==> src/rtl/ustep_pkg.sv <==
// Package: shared sizes for the microstepping sequencer.
// Assumes a 128-slot electrical cycle split into four 32-slot quadrants.
package ustep_pkg;
    localparam int PTR_W   = 7;
    localparam int DUTY_W  = 8;
    localparam int QTR_LOG = PTR_W - 2;
    localparam int QTR_LEN = 1 << QTR_LOG;
    localparam int ROM_AW  = QTR_LOG + 1;
    localparam int MODE_W  = 3;
endpackage

==> src/rtl/ustep_edge_sync.sv <==
// Module: synchronises the active-low step strobe and detects its falling edge.
// Assumes the strobe idles high and each level lasts well beyond STAGES cycles.
module ustep_edge_sync #(
    parameter int STAGES = 2
) (
    input  logic clk,
    input  logic rst_n,
    input  logic strobe_n,
    output logic fall_o
);
    logic [STAGES-1:0] sync_q;
    logic              prev_q;

    // Shift the raw strobe through the synchroniser chain; idle level is high.
    always_ff @(posedge clk) begin
        if (!rst_n) begin
            sync_q <= '1;
        end else begin
            sync_q <= {sync_q[STAGES-2:0], strobe_n};
        end
    end

    // Keep the previous synchronised level for edge detection.
    always_ff @(posedge clk) begin
        if (!rst_n) begin
            prev_q <= 1'b1;
        end else begin
            prev_q <= sync_q[STAGES-1];
        end
    end

    // A high-to-low transition of the synchronised strobe marks one request.
    always_comb fall_o = prev_q & ~sync_q[STAGES-1];

    // a detected edge is never followed at once by another one.
    p_one_edge_r8: assert property (@(posedge clk) disable iff (!rst_n)
        fall_o |=> !fall_o);
endmodule

==> src/rtl/ustep_pointer.sv <==
// Module: position pointer; moves by a resolution-dependent stride per request.
// Assumes mode and dir are steady in the cycle where adv_i is high.
module ustep_pointer
    import ustep_pkg::*;
#(
    parameter int W    = PTR_W,
    parameter int QLOG = QTR_LOG
) (
    input  logic              clk,
    input  logic              rst_n,
    input  logic              adv_i,
    input  logic              fwd_i,
    input  logic [MODE_W-1:0] mode_i,
    output logic [W-1:0]      ptr_o,
    output logic              taken_o
);
    logic [MODE_W-1:0] res;
    logic [W-1:0]      stride;
    logic [W-1:0]      ptr_q;
    logic [W-1:0]      ptr_next;
    logic              taken_q;

    // Clamp the resolution code so that all codes above the finest alias to it.
    always_comb res = (mode_i > MODE_W'(QLOG)) ? MODE_W'(QLOG) : mode_i;

    // Stride halves with each finer resolution, from a quarter cycle down to 1.
    always_comb stride = W'(1) << (MODE_W'(QLOG) - res);

    // Next slot, with natural modulo wrap in either direction.
    always_comb ptr_next = fwd_i ? (ptr_q + stride) : (ptr_q - stride);

    // Pointer register: home on reset, moves only on a request.
    always_ff @(posedge clk) begin
        if (!rst_n) begin
            ptr_q <= '0;
        end else if (adv_i) begin
            ptr_q <= ptr_next;
        end
    end

    // One-cycle notice to the PWM stage, aligned with the new pointer.
    always_ff @(posedge clk) begin
        if (!rst_n) begin
            taken_q <= 1'b0;
        end else begin
            taken_q <= adv_i;
        end
    end

    always_comb ptr_o   = ptr_q;
    always_comb taken_o = taken_q;

    // pointer holds still without a request.
    p_hold_r8: assert property (@(posedge clk) disable iff (!rst_n)
        !adv_i |=> $stable(ptr_q));
    // forward move lands stride ahead, modulo the cycle.
    p_fwd_r3: assert property (@(posedge clk) disable iff (!rst_n)
        (adv_i && fwd_i) |=> ptr_q == W'($past(ptr_q) + $past(stride)));
    // reverse move lands stride behind, modulo the cycle.
    p_rev_r3: assert property (@(posedge clk) disable iff (!rst_n)
        (adv_i && !fwd_i) |=> ptr_q == W'($past(ptr_q) - $past(stride)));
    // aliased fine codes always move by exactly one slot.
    p_alias_r1: assert property (@(posedge clk) disable iff (!rst_n)
        (adv_i && fwd_i && mode_i >= MODE_W'(QLOG)) |=> ptr_q == W'($past(ptr_q) + 1'b1));
    // every request moves the pointer and raises the notice.
    p_moves_r8: assert property (@(posedge clk) disable iff (!rst_n)
        adv_i |=> (ptr_q != $past(ptr_q)) && taken_q);
    // stride is a single power of two.
    p_stride_r2: assert property (@(posedge clk) disable iff (!rst_n)
        $countones(stride) == 1);
endmodule

==> src/rtl/ustep_phase_map.sv <==
// Module: decodes pointer into quadrant polarity, mirrored ROM addresses, home.
// Assumes a quarter-wave sine ROM holding QTR_LEN+1 points (0 to 90 degrees).
module ustep_phase_map
    import ustep_pkg::*;
#(
    parameter int W    = PTR_W,
    parameter int QLOG = QTR_LOG
) (
    input  logic [W-1:0]    ptr_i,
    output logic [3:0]      phase_o,
    output logic [QLOG:0]   cos_addr_o,
    output logic [QLOG:0]   sin_addr_o,
    output logic            home_n_o
);
    localparam logic [QLOG:0] QFULL = (QLOG+1)'(1 << QLOG);

    logic [1:0]      quad;
    logic [QLOG:0]   fwd_addr;
    logic [QLOG:0]   rev_addr;

    // Split the pointer into quadrant and offset within the quadrant.
    always_comb begin
        quad     = ptr_i[W-1:W-2];
        fwd_addr = {1'b0, ptr_i[QLOG-1:0]};
        rev_addr = QFULL - {1'b0, ptr_i[QLOG-1:0]};
    end

    // Bridge polarity per quadrant, following the sign of cos and sin.
    always_comb begin
        unique case (quad)
            2'd0:    phase_o = 4'b1010;
            2'd1:    phase_o = 4'b0110;
            2'd2:    phase_o = 4'b0101;
            default: phase_o = 4'b1001;
        endcase
    end

    // Odd quadrants swap the mirrored and direct addresses.
    always_comb begin
        if (quad[0]) begin
            sin_addr_o = rev_addr;
            cos_addr_o = fwd_addr;
        end else begin
            sin_addr_o = fwd_addr;
            cos_addr_o = rev_addr;
        end
    end

    // Home flag is low only at slot zero.
    always_comb home_n_o = (ptr_i != '0);

    // each bridge has exactly one side driven high.
    always_comb begin
        a_r6: assert ((phase_o[3] ^ phase_o[2]) && (phase_o[1] ^ phase_o[0]));
    end
endmodule

==> src/rtl/ustep_quarter_rom.sv <==
// Module: quarter-wave sine magnitudes, round(255*sin(k*2.8125 deg)), k = 0..32.
// Assumes addresses above 32 are never presented.
module ustep_quarter_rom
    import ustep_pkg::*;
(
    input  logic [ROM_AW-1:0] addr_i,
    output logic [DUTY_W-1:0] mag_o
);
    // Constant lookup of the quarter sine.
    always_comb begin
        unique case (addr_i)
            6'd0:  mag_o = 8'd0;
            6'd1:  mag_o = 8'd13;
            6'd2:  mag_o = 8'd25;
            6'd3:  mag_o = 8'd37;
            6'd4:  mag_o = 8'd50;
            6'd5:  mag_o = 8'd62;
            6'd6:  mag_o = 8'd74;
            6'd7:  mag_o = 8'd86;
            6'd8:  mag_o = 8'd98;
            6'd9:  mag_o = 8'd109;
            6'd10: mag_o = 8'd120;
            6'd11: mag_o = 8'd131;
            6'd12: mag_o = 8'd142;
            6'd13: mag_o = 8'd152;
            6'd14: mag_o = 8'd162;
            6'd15: mag_o = 8'd171;
            6'd16: mag_o = 8'd180;
            6'd17: mag_o = 8'd189;
            6'd18: mag_o = 8'd197;
            6'd19: mag_o = 8'd205;
            6'd20: mag_o = 8'd212;
            6'd21: mag_o = 8'd219;
            6'd22: mag_o = 8'd225;
            6'd23: mag_o = 8'd231;
            6'd24: mag_o = 8'd236;
            6'd25: mag_o = 8'd240;
            6'd26: mag_o = 8'd244;
            6'd27: mag_o = 8'd247;
            6'd28: mag_o = 8'd250;
            6'd29: mag_o = 8'd252;
            6'd30: mag_o = 8'd254;
            6'd31: mag_o = 8'd255;
            6'd32: mag_o = 8'd255;
            default: mag_o = 8'd0;
        endcase
    end
endmodule

==> src/rtl/ustep_sequencer.sv <==
// Module: top of the microstepping sequencer; strobe sync, pointer, decode, ROMs.
// Assumes step_n pulses hold each level for at least 8 clock cycles.
module ustep_sequencer
    import ustep_pkg::*;
#(
    parameter int SYNC_STAGES = 2
) (
    input  logic              clk,
    input  logic              rst_n,
    input  logic              step_n,
    input  logic              dir,
    input  logic [MODE_W-1:0] mode,
    output logic [3:0]        phase,
    output logic [DUTY_W-1:0] duty_a,
    output logic [DUTY_W-1:0] duty_b,
    output logic              home_n,
    output logic              step_taken
);
    logic              adv;
    logic [PTR_W-1:0]  ptr;
    logic [ROM_AW-1:0] rom_addr [2];
    logic [DUTY_W-1:0] rom_mag  [2];

    ustep_edge_sync #(.STAGES(SYNC_STAGES)) u_sync (
        .clk      (clk),
        .rst_n    (rst_n),
        .strobe_n (step_n),
        .fall_o   (adv)
    );

    ustep_pointer u_ptr (
        .clk     (clk),
        .rst_n   (rst_n),
        .adv_i   (adv),
        .fwd_i   (dir),
        .mode_i  (mode),
        .ptr_o   (ptr),
        .taken_o (step_taken)
    );

    ustep_phase_map u_map (
        .ptr_i      (ptr),
        .phase_o    (phase),
        .cos_addr_o (rom_addr[0]),
        .sin_addr_o (rom_addr[1]),
        .home_n_o   (home_n)
    );

    // One quarter-wave ROM per winding: index 0 is cosine, index 1 is sine.
    for (genvar w = 0; w < 2; w++) begin : g_wind
        ustep_quarter_rom u_rom (
            .addr_i (rom_addr[w]),
            .mag_o  (rom_mag[w])
        );
    end

    always_comb duty_a = rom_mag[0];
    always_comb duty_b = rom_mag[1];

    // at home, winding A is full and winding B is off.
    p_home_duty_r5: assert property (@(posedge clk) disable iff (!rst_n)
        !home_n |-> (duty_a == 8'd255 && duty_b == 8'd0 && phase == 4'b1010));
    // on a quadrant boundary one winding is full and the other is off.
    p_axis_r7: assert property (@(posedge clk) disable iff (!rst_n)
        (ptr[QTR_LOG-1:0] == '0) |->
        ((duty_a == 8'd255 && duty_b == 8'd0) || (duty_a == 8'd0 && duty_b == 8'd255)));
    // outputs change only in the cycle the step notice is raised.
    p_quiet_r8: assert property (@(posedge clk) disable iff (!rst_n)
        !step_taken && $past(rst_n) |-> $stable(phase) && $stable(duty_a) && $stable(duty_b));
endmodule

==> config.mk <==
export PLATFORM = sky130hd
export DESIGN_NAME = ustep_sequencer
export DESIGN_NICKNAME = d
export VERILOG_FILES = /design/src/rtl/ustep_pkg.sv /design/src/rtl/ustep_edge_sync.sv /design/src/rtl/ustep_pointer.sv /design/src/rtl/ustep_phase_map.sv /design/src/rtl/ustep_quarter_rom.sv /design/src/rtl/ustep_sequencer.sv
export SDC_FILE = /design/constraint.sdc
export NUM_CORES = 1
export LEC_CHECK = 0
export BUFFER_PORTS_ARGS = -buffer_cell sky130_fd_sc_hd__buf_4
export CAP_MARGIN = 40
export CORE_MARGIN = 8
export CORE_UTILIZATION = 45
export CTS_CLUSTER_DIAMETER = 50
export DETAILED_ROUTE_END_ITERATION = 10
export PLACE_DENSITY = 0.65
export SYNTH_ARGS = -nofsm -noshare
export SYNTH_HDL_FRONTEND = slang
export SYNTH_HIERARCHICAL = 1
export SYNTH_SLANG_ARGS = --single-unit
==> constraint.sdc <==
create_clock -name clk -period 3.9 [get_ports clk]
set_input_delay 0.39 -clock clk [delete_from_list [all_inputs] [get_ports clk]]
set_output_delay 0.39 -clock clk [all_outputs]
set_load 0.05 [all_outputs]
==> results of run 1 <==
==> cell families after synthesis <==
logic type / Yosys count / share of synthesized area (%)
simple gates: 99 / 24.0
compound gates: 76 / 23.5
fa+ha+maj: 38 / 23.4
buf+inv: 36 / 9.14
mux: 12 / 5.87
flops: 11 / 10.7
xor+xnor: 8 / 3.39
==> power groups by stage <==
stage	Sequential, uW	Combinational, uW	Clock [uW]
3_3_place_gp	127	468	0
4_1_cts	125	474	116
5_1_grt	126	507	121
6_report	125	471	112
3_5_place_dp	127	472	0
2_1_floorplan	125	363	0
==> state kept, by name, summed over array words and instances, names as in the netlist <==
| signal | count |
|---|---|
| u_ptr/ptr_o | 7 |
| u_sync/sync_q | 2 |
| u_ptr/taken_o | 1 |
| u_sync/prev_q | 1 |
==> routing by layer <==
| metal | routed length [um] | GRT usage (%) | up-vias |
|---|---|---|---|
| met5 | 0 | 0 | - |
| met4 | 27 | 2.67 | 0 |
| met3 | 185 | 1.86 | 3 |
| met2 | 2140 | 21.1 | 31 |
| met1 | 2110 | 15.0 | 887 |
| li1 | - | - | 1027 |
==> worst max path at each step <==
stage / cells past startpoint / slack [ns] / end
final: 10 / 0.56 / duty_b[5]
after global routing: 10 / 0.23 / duty_b[5]
after CTS: 10 / 0.52 / duty_b[5]
after detailed placement: 10 / 0.78 / duty_b[5]
after global placement: 7 / 0.78 / duty_a[1]
after floorplan: 10 / 0.35 / duty_b[5]
==> stage by stage <==
| step | cell area (um2) | total power, uW | hold slack (ns) |
|---|---|---|---|
| 2_1_floorplan | 2070 | 488 | 0.386 |
| 3_5_place_dp | 2260 | 599 | 0.395 |
| 4_1_cts | 2310 | 714 | 0.331 |
| 5_1_grt | 2310 | 753 | 0.334 |
| 3_3_place_gp | 2250 | 595 | 0.390 |
| 6_report | 2310 | 707 | 0.336 |
==> synth_stat cells (all sizes together) (2+ instances only) <==
library cell	instances
o211ai	7
nor2b	5
o32ai	2
a31oi	4
ha	37
dfxtp	11
a21oi	16
nand3b	3
nor3	10
nand2b	10
o21a	3
a211o	2
xor2	3
buf	16
mux2i	11
xnor2	5
nor2	23
or3	2
inv	19
o221ai	8
nand3	8
nand2	25
or2	6
o31ai	4
o21ai	24
==> cell type report <==
type	instances	area, um2	area share [%]
clock buffers	4	45.0	1.95
inverters	19	71.3	3.09
multi-input cells	233	1660	71.9
flip-flops and latches	11	220	9.54
well taps	52	65.1	2.82
repair buffers	33	248	10.7
==> cells in the final DEF (no fill, tap or decap), types with 2 or more instances in the layout <==
cell type  synthesis  routed
dfxtp_1           11      11
or3_1              2       2
nand2_1           25      25
o221ai_1           8       8
nor3_1            10      10
nand2b_1          10      10
buf_4              6      33
clkbuf_8           0       3
or2_1              2       2
o21a_1             3       3
inv_1             19      19
a211o_1            2       2
nor2_1            23      23
nand3b_1           3       3
xnor2_1            5       5
o21ai_0           24      24
a21oi_1           15      15
or2_2              4       4
a31oi_1            4       4
o32ai_1            2       2
ha_1              37      37
o211ai_1           7       7
xor2_1             3       3
mux2i_1           11      11
nand3_1            8       8
o31ai_1            4       4
nor2b_1            5       5
==> impl_metrics.json, run 1 <==
{
  "p_leak_uw": 0.000992,
  "fp.dieW_um": 83.8,
  "yosysTopAreaCell": "ha_1",
  "reg2reg_slack_ns": 1.83,
  "intPower_uw": 339,
  "fin_ws_ns": 0.556,
  "cp_num_buf_inv": 3,
  "fin_util_pct": 52.6,
  "wl_per_cell_um": 12.7,
  "num_rows": 24,
  "cts_hold_buf": 0,
  "critPathTopFamily": "buffers and inverters",
  "swShare_pct": 52.0,
  "grt_pass1_wl_um": 7590,
  "path_max_fanout": 9,
  "dp_slack_ns": 0.776,
  "final_max_slew_viol_count": 0,
  "wl_um": 4450,
  "seqPwrFrac_pct": 17.7,
  "ios": 29,
  "ant_nets": 0,
  "crit_slowest_cell": "dfxtp_1",
  "crit_start": "u_ptr/ptr_o[1]",
  "slew_headroom_pct": 47.7,
  "status": "finished clean",
  "finalNonFillerCells": 352,
  "coreArea_um2": 4380,
  "synth_edf_count": 0,
  "drive_gt1_share_pct": 14.3,
  "clockRootBuffer": "clkbuf_8",
  "hold_start": "step_n",
  "cap_violations": 0,
  "synth_area_leaders": "ha_1, dfxtp_1, o21ai_0, mux2i_1, nand2_1",
  "hold_path_end": "u_sync/sync_q[0]",
  "worstHoldPathCells": 2,
  "fmax_mhz": 299,
  "ir_worst_vdd_v": 0.000246,
  "finalHoldViolations": 0,
  "die-area_um2": 7020,
  "syn_nets": 325,
  "fin_skew_ns": 0.00103,
  "r2r_start": "u_ptr/ptr_o[0]",
  "synthArstFlopShare_pct": 0,
  "end_kind": "output port",
  "cp_cell_sequence": "inv_1 -> ha_1 -> nand2_1 -> o21ai_0 -> inv_1 -> ha_1 -> or3_1 -> a21oi_1 -> o31ai_1 -> buf_4",
  "die_h_um": 83.8,
  "numClockSinks": 11,
  "syn_to_final_growth_pct": 11.6,
  "finalSetupViolCount": 0,
  "fin_nets": 346,
  "dp_hpwl_um": 3280,
  "pwr-share-clk_pct": 15.8,
  "clkLatencyLatePin_ns": 0.23,
  "reg2reg_depth": 8,
  "start_util_pct": 47.1,
  "dp.cells": 348,
  "syn_inst": 280,
  "htree_num_levels": 1,
  "drt_iter0_drc": 89,
  "ys_seq_area_share_pct": 10.7,
  "grt_max_degree": 25,
  "power_frac_comb_pct": 66.6,
  "power.switching_uw": 368,
  "syn_area_um2": 2070,
  "dr.pass1.iters": 4,
  "clk_pin_slew_worst_paths_ns": 0.05,
  "cts_setup_buffers": 0,
  "yosysWarnings": 6,
  "crit_required_ns": 3.51,
  "synth_top_flop_cell": "dfxtp_1",
  "drcViolationCount": 0,
  "numCtsBuffers": 3,
  "num_vias": 1948,
  "synth.avg_cell_area_um2": 7.38,
  "finalSetupTns_ns": 0,
  "grt_util_all_layers_pct": 12.1,
  "rsz0062_at_grt": "no",
  "viasPerCell": 5.53,
  "first_global_vias": 1744,
  "overflow": 0,
  "cp_slowest_stage_delay_ns": 0.49,
  "crit_type": "register to output port",
  "cts_buffer_depth": 2,
  "fillers": 439,
  "ys_seq_elements": 11,
  "arrival_ns": 2.95,
  "port_buffers": 28,
  "synth.top_cell.area_share_pct": 22.4,
  "post_cts_resized": 0,
  "min_period_ns": 3.34,
  "cts_tree": "yes",
  "finalWeightedCongestion": 0.800,
  "cp-start-kind": "register",
  "antenna_found_initial": 0,
  "rr_endpoint": "u_ptr/ptr_o[4]",
  "period_share_pct": 85.8,
  "antenna_cells": 0,
  "hp-class": "input port to register",
  "powerDensity_nw_per_um2": 306,
  "worst_slew_pin_slew_ns": 0.776,
  "ys_types": 45
}
Note: power is estimated with default switching activity, not from simulation.
==> run 2: changes to the inputs <==
--- a/config.mk
+++ b/config.mk
@@ -5,13 +5,14 @@
 export SDC_FILE = /design/constraint.sdc
 export NUM_CORES = 1
 export LEC_CHECK = 0
+export ABC_AREA = 1
 export BUFFER_PORTS_ARGS = -buffer_cell sky130_fd_sc_hd__buf_4
 export CAP_MARGIN = 40
 export CORE_MARGIN = 8
 export CORE_UTILIZATION = 45
+export CTS_BUF_LIST = sky130_fd_sc_hd__clkbuf_4 sky130_fd_sc_hd__clkbuf_8 sky130_fd_sc_hd__clkbuf_16
 export CTS_CLUSTER_DIAMETER = 50
 export DETAILED_ROUTE_END_ITERATION = 10
-export PLACE_DENSITY = 0.65
 export SYNTH_ARGS = -nofsm -noshare
 export SYNTH_HDL_FRONTEND = slang
 export SYNTH_HIERARCHICAL = 1
==> run 2 against run 1 <==
Via count increased by 19%. Largest cell class unchanged. Critical path type unchanged. Clock skew is 0.0043 ns higher. Core utilization rose by 0.059 points. Cell count is 34% higher. Clock power up 6%. First-iteration DRC count rose by 65%. Combinational power increased by 20%.
==> impl_metrics.json, run 2 <==
{
  "antenna_cells": 0,
  "post_cts_resized": 0,
  "rsz0062_at_grt": "no",
  "fin_util_pct": 52.7,
  "start_util_pct": 47.1,
  "arrival_ns": 2.91,
  "drcViolationCount": 0,
  "status": "finished clean",
  "power_frac_comb_pct": 69.8,
  "ys_seq_area_share_pct": 9.84,
  "final_max_slew_viol_count": 0,
  "fp.dieW_um": 86.5,
  "synth_area_leaders": "nand2_1, ha_1, dfxtp_1, nand3_1, inv_1",
  "drt_iter0_drc": 147,
  "grt_util_all_layers_pct": 14.5,
  "antenna_found_initial": 0,
  "final_common_cell": "nand2_1",
  "critPathTopFamily": "buffers and inverters",
  "swShare_pct": 55.0,
  "dp.cells": 469,
  "synth.top_cell.area_share_pct": 21.1,
  "overflow": 0,
  "largest_reg_flops": 7,
  "cp_common_cell": "nand2_1",
  "numClockSinks": 11,
  "syn_area_um2": 2240,
  "synth_edf_count": 0,
  "period_share_pct": 84.6,
  "fin_skew_ns": 0.00536,
  "cp_cell_sequence": "inv_2 -> o21ai_1 -> inv_1 -> ha_1 -> nand3_1 -> nand2_1 -> clkinv_1 -> nand2_1 -> nand2_1 -> nand2_1 -> nand2_1 -> buf_4",
  "num_rows": 25,
  "finalHoldViolations": 0,
  "finalWeightedCongestion": 0.827,
  "final_cell_mix": "nand2_1, inv_1, nand3_1, ha_1, buf_4",
  "syn_to_final_growth_pct": 12.0,
  "synth.avg_cell_area_um2": 5.86,
  "worst_slew_pin_slew_ns": 0.808,
  "intPower_uw": 366,
  "finalNonFillerCells": 473,
  "synthArstFlopShare_pct": 0,
  "p_leak_uw": 0.00144,
  "end_kind": "output port",
  "cts_hold_buf": 0,
  "ys_seq_elements": 11,
  "yosysTopAreaCell": "nand2_1",
  "hp-class": "input port to register",
  "slew_headroom_pct": 45.5,
  "finalSetupTns_ns": 0,
  "cap_violations": 0,
  "ant_nets": 0,
  "min_period_ns": 3.30,
  "crit_slowest_cell": "dfxtp_1",
  "pwr-share-clk_pct": 14.6,
  "yosysWarnings": 6,
  "numCtsBuffers": 3,
  "syn_inst": 382,
  "cp-start-kind": "register",
  "first_global_vias": 2129,
  "cts_buffer_depth": 2,
  "die-area_um2": 7480,
  "fin_nets": 452,
  "power.switching_uw": 447,
  "wl_per_cell_um": 10.9,
  "cp_num_buf_inv": 4,
  "yosysMostFrequentCell": "nand2_1",
  "dr.pass1.iters": 4,
  "crit_required_ns": 3.51,
  "clockRootBuffer": "clkbuf_8",
  "syn_nets": 427,
  "die_h_um": 86.5,
  "synth_top_flop_cell": "dfxtp_1",
  "path_max_fanout": 14,
  "cts_setup_buffers": 0,
  "grt_pass1_wl_um": 9360,
  "htree_num_levels": 1,
  "ys_types": 31,
  "seqPwrFrac_pct": 15.6,
  "powerDensity_nw_per_um2": 324,
  "num_vias": 2324,
  "ys_top_cells_by_count": "nand2_1, inv_1, nand3_1",
  "port_buffers": 28,
  "wl_um": 5140,
  "grt_max_degree": 21,
  "crit_type": "register to output port",
  "viasPerCell": 4.91,
  "ios": 29,
  "clk_pin_slew_worst_paths_ns": 0.05,
  "drive_gt1_share_pct": 15.3,
  "finalSetupViolCount": 0,
  "fmax_mhz": 303,
  "cp_slowest_stage_delay_ns": 0.62,
  "clkLatencyLatePin_ns": 0.23,
  "dp_hpwl_um": 4020,
  "ir_worst_vdd_v": 0.000312,
  "cts_tree": "yes",
  "coreArea_um2": 4750
}
==> run 2: final timing paths <==
check / from / to / slack (ns) / cells after the start
worst max-delay path: u_ptr/ptr_o[5] / duty_a[2] / 0.60 / 12
worst min-delay path: step_n / u_sync/sync_q[0] / 0.33 / 3
worst max register to register: u_ptr/ptr_o[0] / u_ptr/ptr_o[4] / 2.10 / 7
worst min register to register: u_sync/sync_q[0] / u_sync/sync_q[1] / 0.40 / 2
==> run 2: cell families after synthesis <==
group / after synthesis / share of synthesized area (%)
XOR/XNOR: 4 / 1.57
AO/OA/AOI/OAI: 48 / 12.2
AND/OR/NAND/NOR: 213 / 40.9
flip-flops: 11 / 9.84
buffers and inverters: 68 / 13.9
adder cells (fa/ha/maj): 38 / 21.6
==> run 2: metrics by stage <==
| stage | setup WS [ns] | hold WS, ns | area, um2 | total power (uW) |
|---|---|---|---|---|
| finish | 0.601 | 0.330 | 2500 | 812 |
| global route | 0.295 | 0.331 | 2500 | 887 |
| CTS | 0.574 | 0.327 | 2500 | 818 |
| detailed placement | 0.817 | 0.390 | 2460 | 697 |
| global placement | 0.915 | 0.386 | 2460 | 697 |
| floorplan | 1.17 | 0.380 | 2240 | 567 |
==> run 2: layout make-up <==
class,count,area (um2)
timing repair buffer,31,233
sequential,11,220
tap,67,83.8
fill,514,2250
clock buffer,4,48.8
multi-input combinational,303,1710
inverter,57,214
==> run 2: power by group through the flow <==
stage | clock network, uW | registers [uW] | logic (uW)
3_3_place_gp | 0 | 129 | 568
3_5_place_dp | 0 | 129 | 568
6_report | 119 | 127 | 567
2_1_floorplan | 0 | 127 | 440
5_1_grt | 131 | 128 | 628
4_1_cts | 121 | 127 | 569
==> run 2: worst min-delay path, stage by stage <==
cell,delay (ns)
buf_4,0.07
inv_1,0.03
nand2_1,0.04
==> run 2: layer usage <==
metal / wire length [um] / track usage, %
met5: 0 / 0
met4: 21 / 2.66
met3: 171 / 1.61
met2: 2380 / 25.4
met1: 2570 / 18.4
==> run 3: changes to the inputs <==
--- a/config.mk
+++ b/config.mk
@@ -13,6 +13,7 @@
 export CTS_BUF_LIST = sky130_fd_sc_hd__clkbuf_4 sky130_fd_sc_hd__clkbuf_8 sky130_fd_sc_hd__clkbuf_16
 export CTS_CLUSTER_DIAMETER = 50
 export DETAILED_ROUTE_END_ITERATION = 10
+export PLACE_DENSITY = 0.67
 export SYNTH_ARGS = -nofsm -noshare
 export SYNTH_HDL_FRONTEND = slang
 export SYNTH_HIERARCHICAL = 1
==> constraint.sdc (replaced) <==
create_clock -name clk -period 2.75 [get_ports clk]
set_input_delay 0.275 -clock clk [delete_from_list [all_inputs] [get_ports clk]]
set_output_delay 0.275 -clock clk [all_outputs]
set_load 0.05 [all_outputs]
==> run 3 against run 2 <==
Sequential cell count unchanged. Total power increased by 45%. Via count decreased by 0.34%. Die area unchanged. Largest power group unchanged.
==> impl_metrics.json, run 3 (synthesized netlist as in run 2, its figures left out) <==
{
  "status": "finished clean",
  "wl_um": 5130,
  "cp_common_cell": "nand2_1",
  "fin_nets": 463,
  "period_share_pct": 93.1,
  "wl_per_cell_um": 10.6,
  "dp_hpwl_um": 4030,
  "finalSetupTns_ns": 0,
  "drive_gt1_share_pct": 18.7,
  "reg2reg_slack_ns": 0.95,
  "fin_skew_ns": 0.00288,
  "ir_worst_vdd_v": 0.000329,
  "cp_slowest_stage_delay_ns": 0.37,
  "wl_met2_um": 2420,
  "clkLatencyLatePin_ns": 0.23,
  "fillers": 526,
  "syn_to_final_growth_pct": 16.7,
  "power.switching_uw": 633,
  "end_kind": "output port",
  "place_area_um2": 2520,
  "wl_met1_um": 2540,
  "numCtsBuffers": 3,
  "finalSetupViolCount": 0,
  "cp-start-kind": "register",
  "cp_num_buf_inv": 5,
  "multi_input_area_um2": 1710,
  "cts_tree": "yes",
  "crit_required_ns": 2.48,
  "intPower_uw": 546,
  "final_max_slew_viol_count": 0,
  "die-area_um2": 7480,
  "clockRootBuffer": "clkbuf_8",
  "cts_buffer_depth": 2,
  "p_leak_uw": 0.00150,
  "path_max_fanout": 15,
  "powerDensity_nw_per_um2": 452,
  "numClockSinks": 11,
  "ant_nets": 0,
  "finalWeightedCongestion": 0.829,
  "die_h_um": 86.5,
  "largest_reg_flops": 7,
  "overflow": 0,
  "viasPerCell": 4.79,
  "drt_iter0_drc": 133,
  "seqPwrFrac_pct": 15.2,
  "design_area_um2": 2610,
  "antenna_cells": 0,
  "fp.dieW_um": 86.5,
  "clk_pin_slew_worst_paths_ns": 0.05,
  "wl_met3_um": 158,
  "cp_cell_sequence": "inv_1 -> ha_1 -> xor2_1 -> o21ai_1 -> buf_12 -> inv_2 -> ha_1 -> nand3_1 -> nand2_1 -> inv_2 -> nand2_1 -> nand2_1 -> buf_4",
  "swShare_pct": 53.7,
  "grt_max_degree": 21,
  "final_cell_mix": "nand2_1, inv_1, buf_4, nand3_1, ha_1",
  "drcViolationCount": 0,
  "worst_slew_pin_slew_ns": 0.629,
  "regArea_um2": 223,
  "cap_violations": 0,
  "num_rows": 25,
  "crit_type": "register to output port",
  "start_util_pct": 47.1,
  "power_frac_comb_pct": 70.7,
  "finalHoldViolations": 0,
  "coreArea_um2": 4750,
  "pwr-share-clk_pct": 14.1,
  "critPathTopFamily": "buffers and inverters",
  "crit_slowest_cell": "dfxtp_2",
  "htree_num_levels": 1,
  "grt_util_all_layers_pct": 14.1,
  "grt_pass1_wl_um": 9140,
  "fmax_mhz": 390,
  "dr.pass1.iters": 4,
  "min_period_ns": 2.56,
  "final_common_cell": "nand2_1",
  "antenna_found_initial": 0,
  "port_buffers": 28,
  "top_layer_used": "met4",
  "ios": 29,
  "fin_util_pct": 54.9,
  "slew_headroom_pct": 57.9,
  "rsz0062_at_grt": "yes",
  "first_global_vias": 2140,
  "hp-class": "input port to register",
  "arrival_ns": 2.29,
  "num_vias": 2316
}
-- run 3: power by group through the flow --
stage                     logic [uW]  registers [uW]  clock network, uW
after floorplan                  624             180                  0
after global placement           825             182                  0
after detailed placement         827             182                  0
after CTS                        829             179                175
after global routing             918             181                181
final                            834             179                167
-- run 3: per-layer routing --
metal | vias to the layer above | global-route usage, %
met1 | 995 | 18.0
li1 | 1282 | -
met5 | - | 0
met2 | 35 | 24.8
met4 | 0 | 3.13
met3 | 4 | 1.32
-- run 3: worst paths after layout --
check / start / to / cells after the start
hold / removal: step_n / u_sync/sync_q[0] / 3
hold reg to reg: u_sync/sync_q[0] / u_sync/sync_q[1] / 2
setup / recovery: u_ptr/ptr_o[1] / duty_a[5] / 13
setup reg to reg: u_ptr/ptr_o[0] / u_ptr/ptr_o[4] / 7
-- run 3: cell type report --
type	count	share of cell area (%)
multi-input combinational	303	65.5
sequential	11	8.53
tap	67	3.21
timing repair buffer	42	12.7
clock buffer	4	1.87
inverter	57	8.19
-- run 3: per-stage QoR --
stage               hold WS, ns  worst slack, ns  cells  total power [uW]
floorplan                 0.344            0.131    382               804
global placement          0.381            0.295    476              1010
detailed placement        0.391            0.259    476              1010
CTS                       0.203           0.0486    480              1180
global route              0.211          -0.0155    484              1280
finish                    0.211            0.189    484              1180
-- run 3: worst reg2reg max path, cell delays in order, from the launching register on --
cell     delay (ns)
dfxtp_1        0.30
buf_4          0.21
ha_1           0.27
fa_1           0.44
a21oi_1        0.20
xnor2_1        0.08
o21ai_0        0.14
inv_1          0.06
-- run 3: repair_timing --
| item | in CTS | in global routing |
|---|---|---|
| gates resized for setup | 1 | 6 |
| hold buffers | 0 | 0 |
| endpoints found under the hold margin | 0 | 0 |
| setup buffers | 0 | 4 |
| setup endpoints to repair | 1 | 16 |
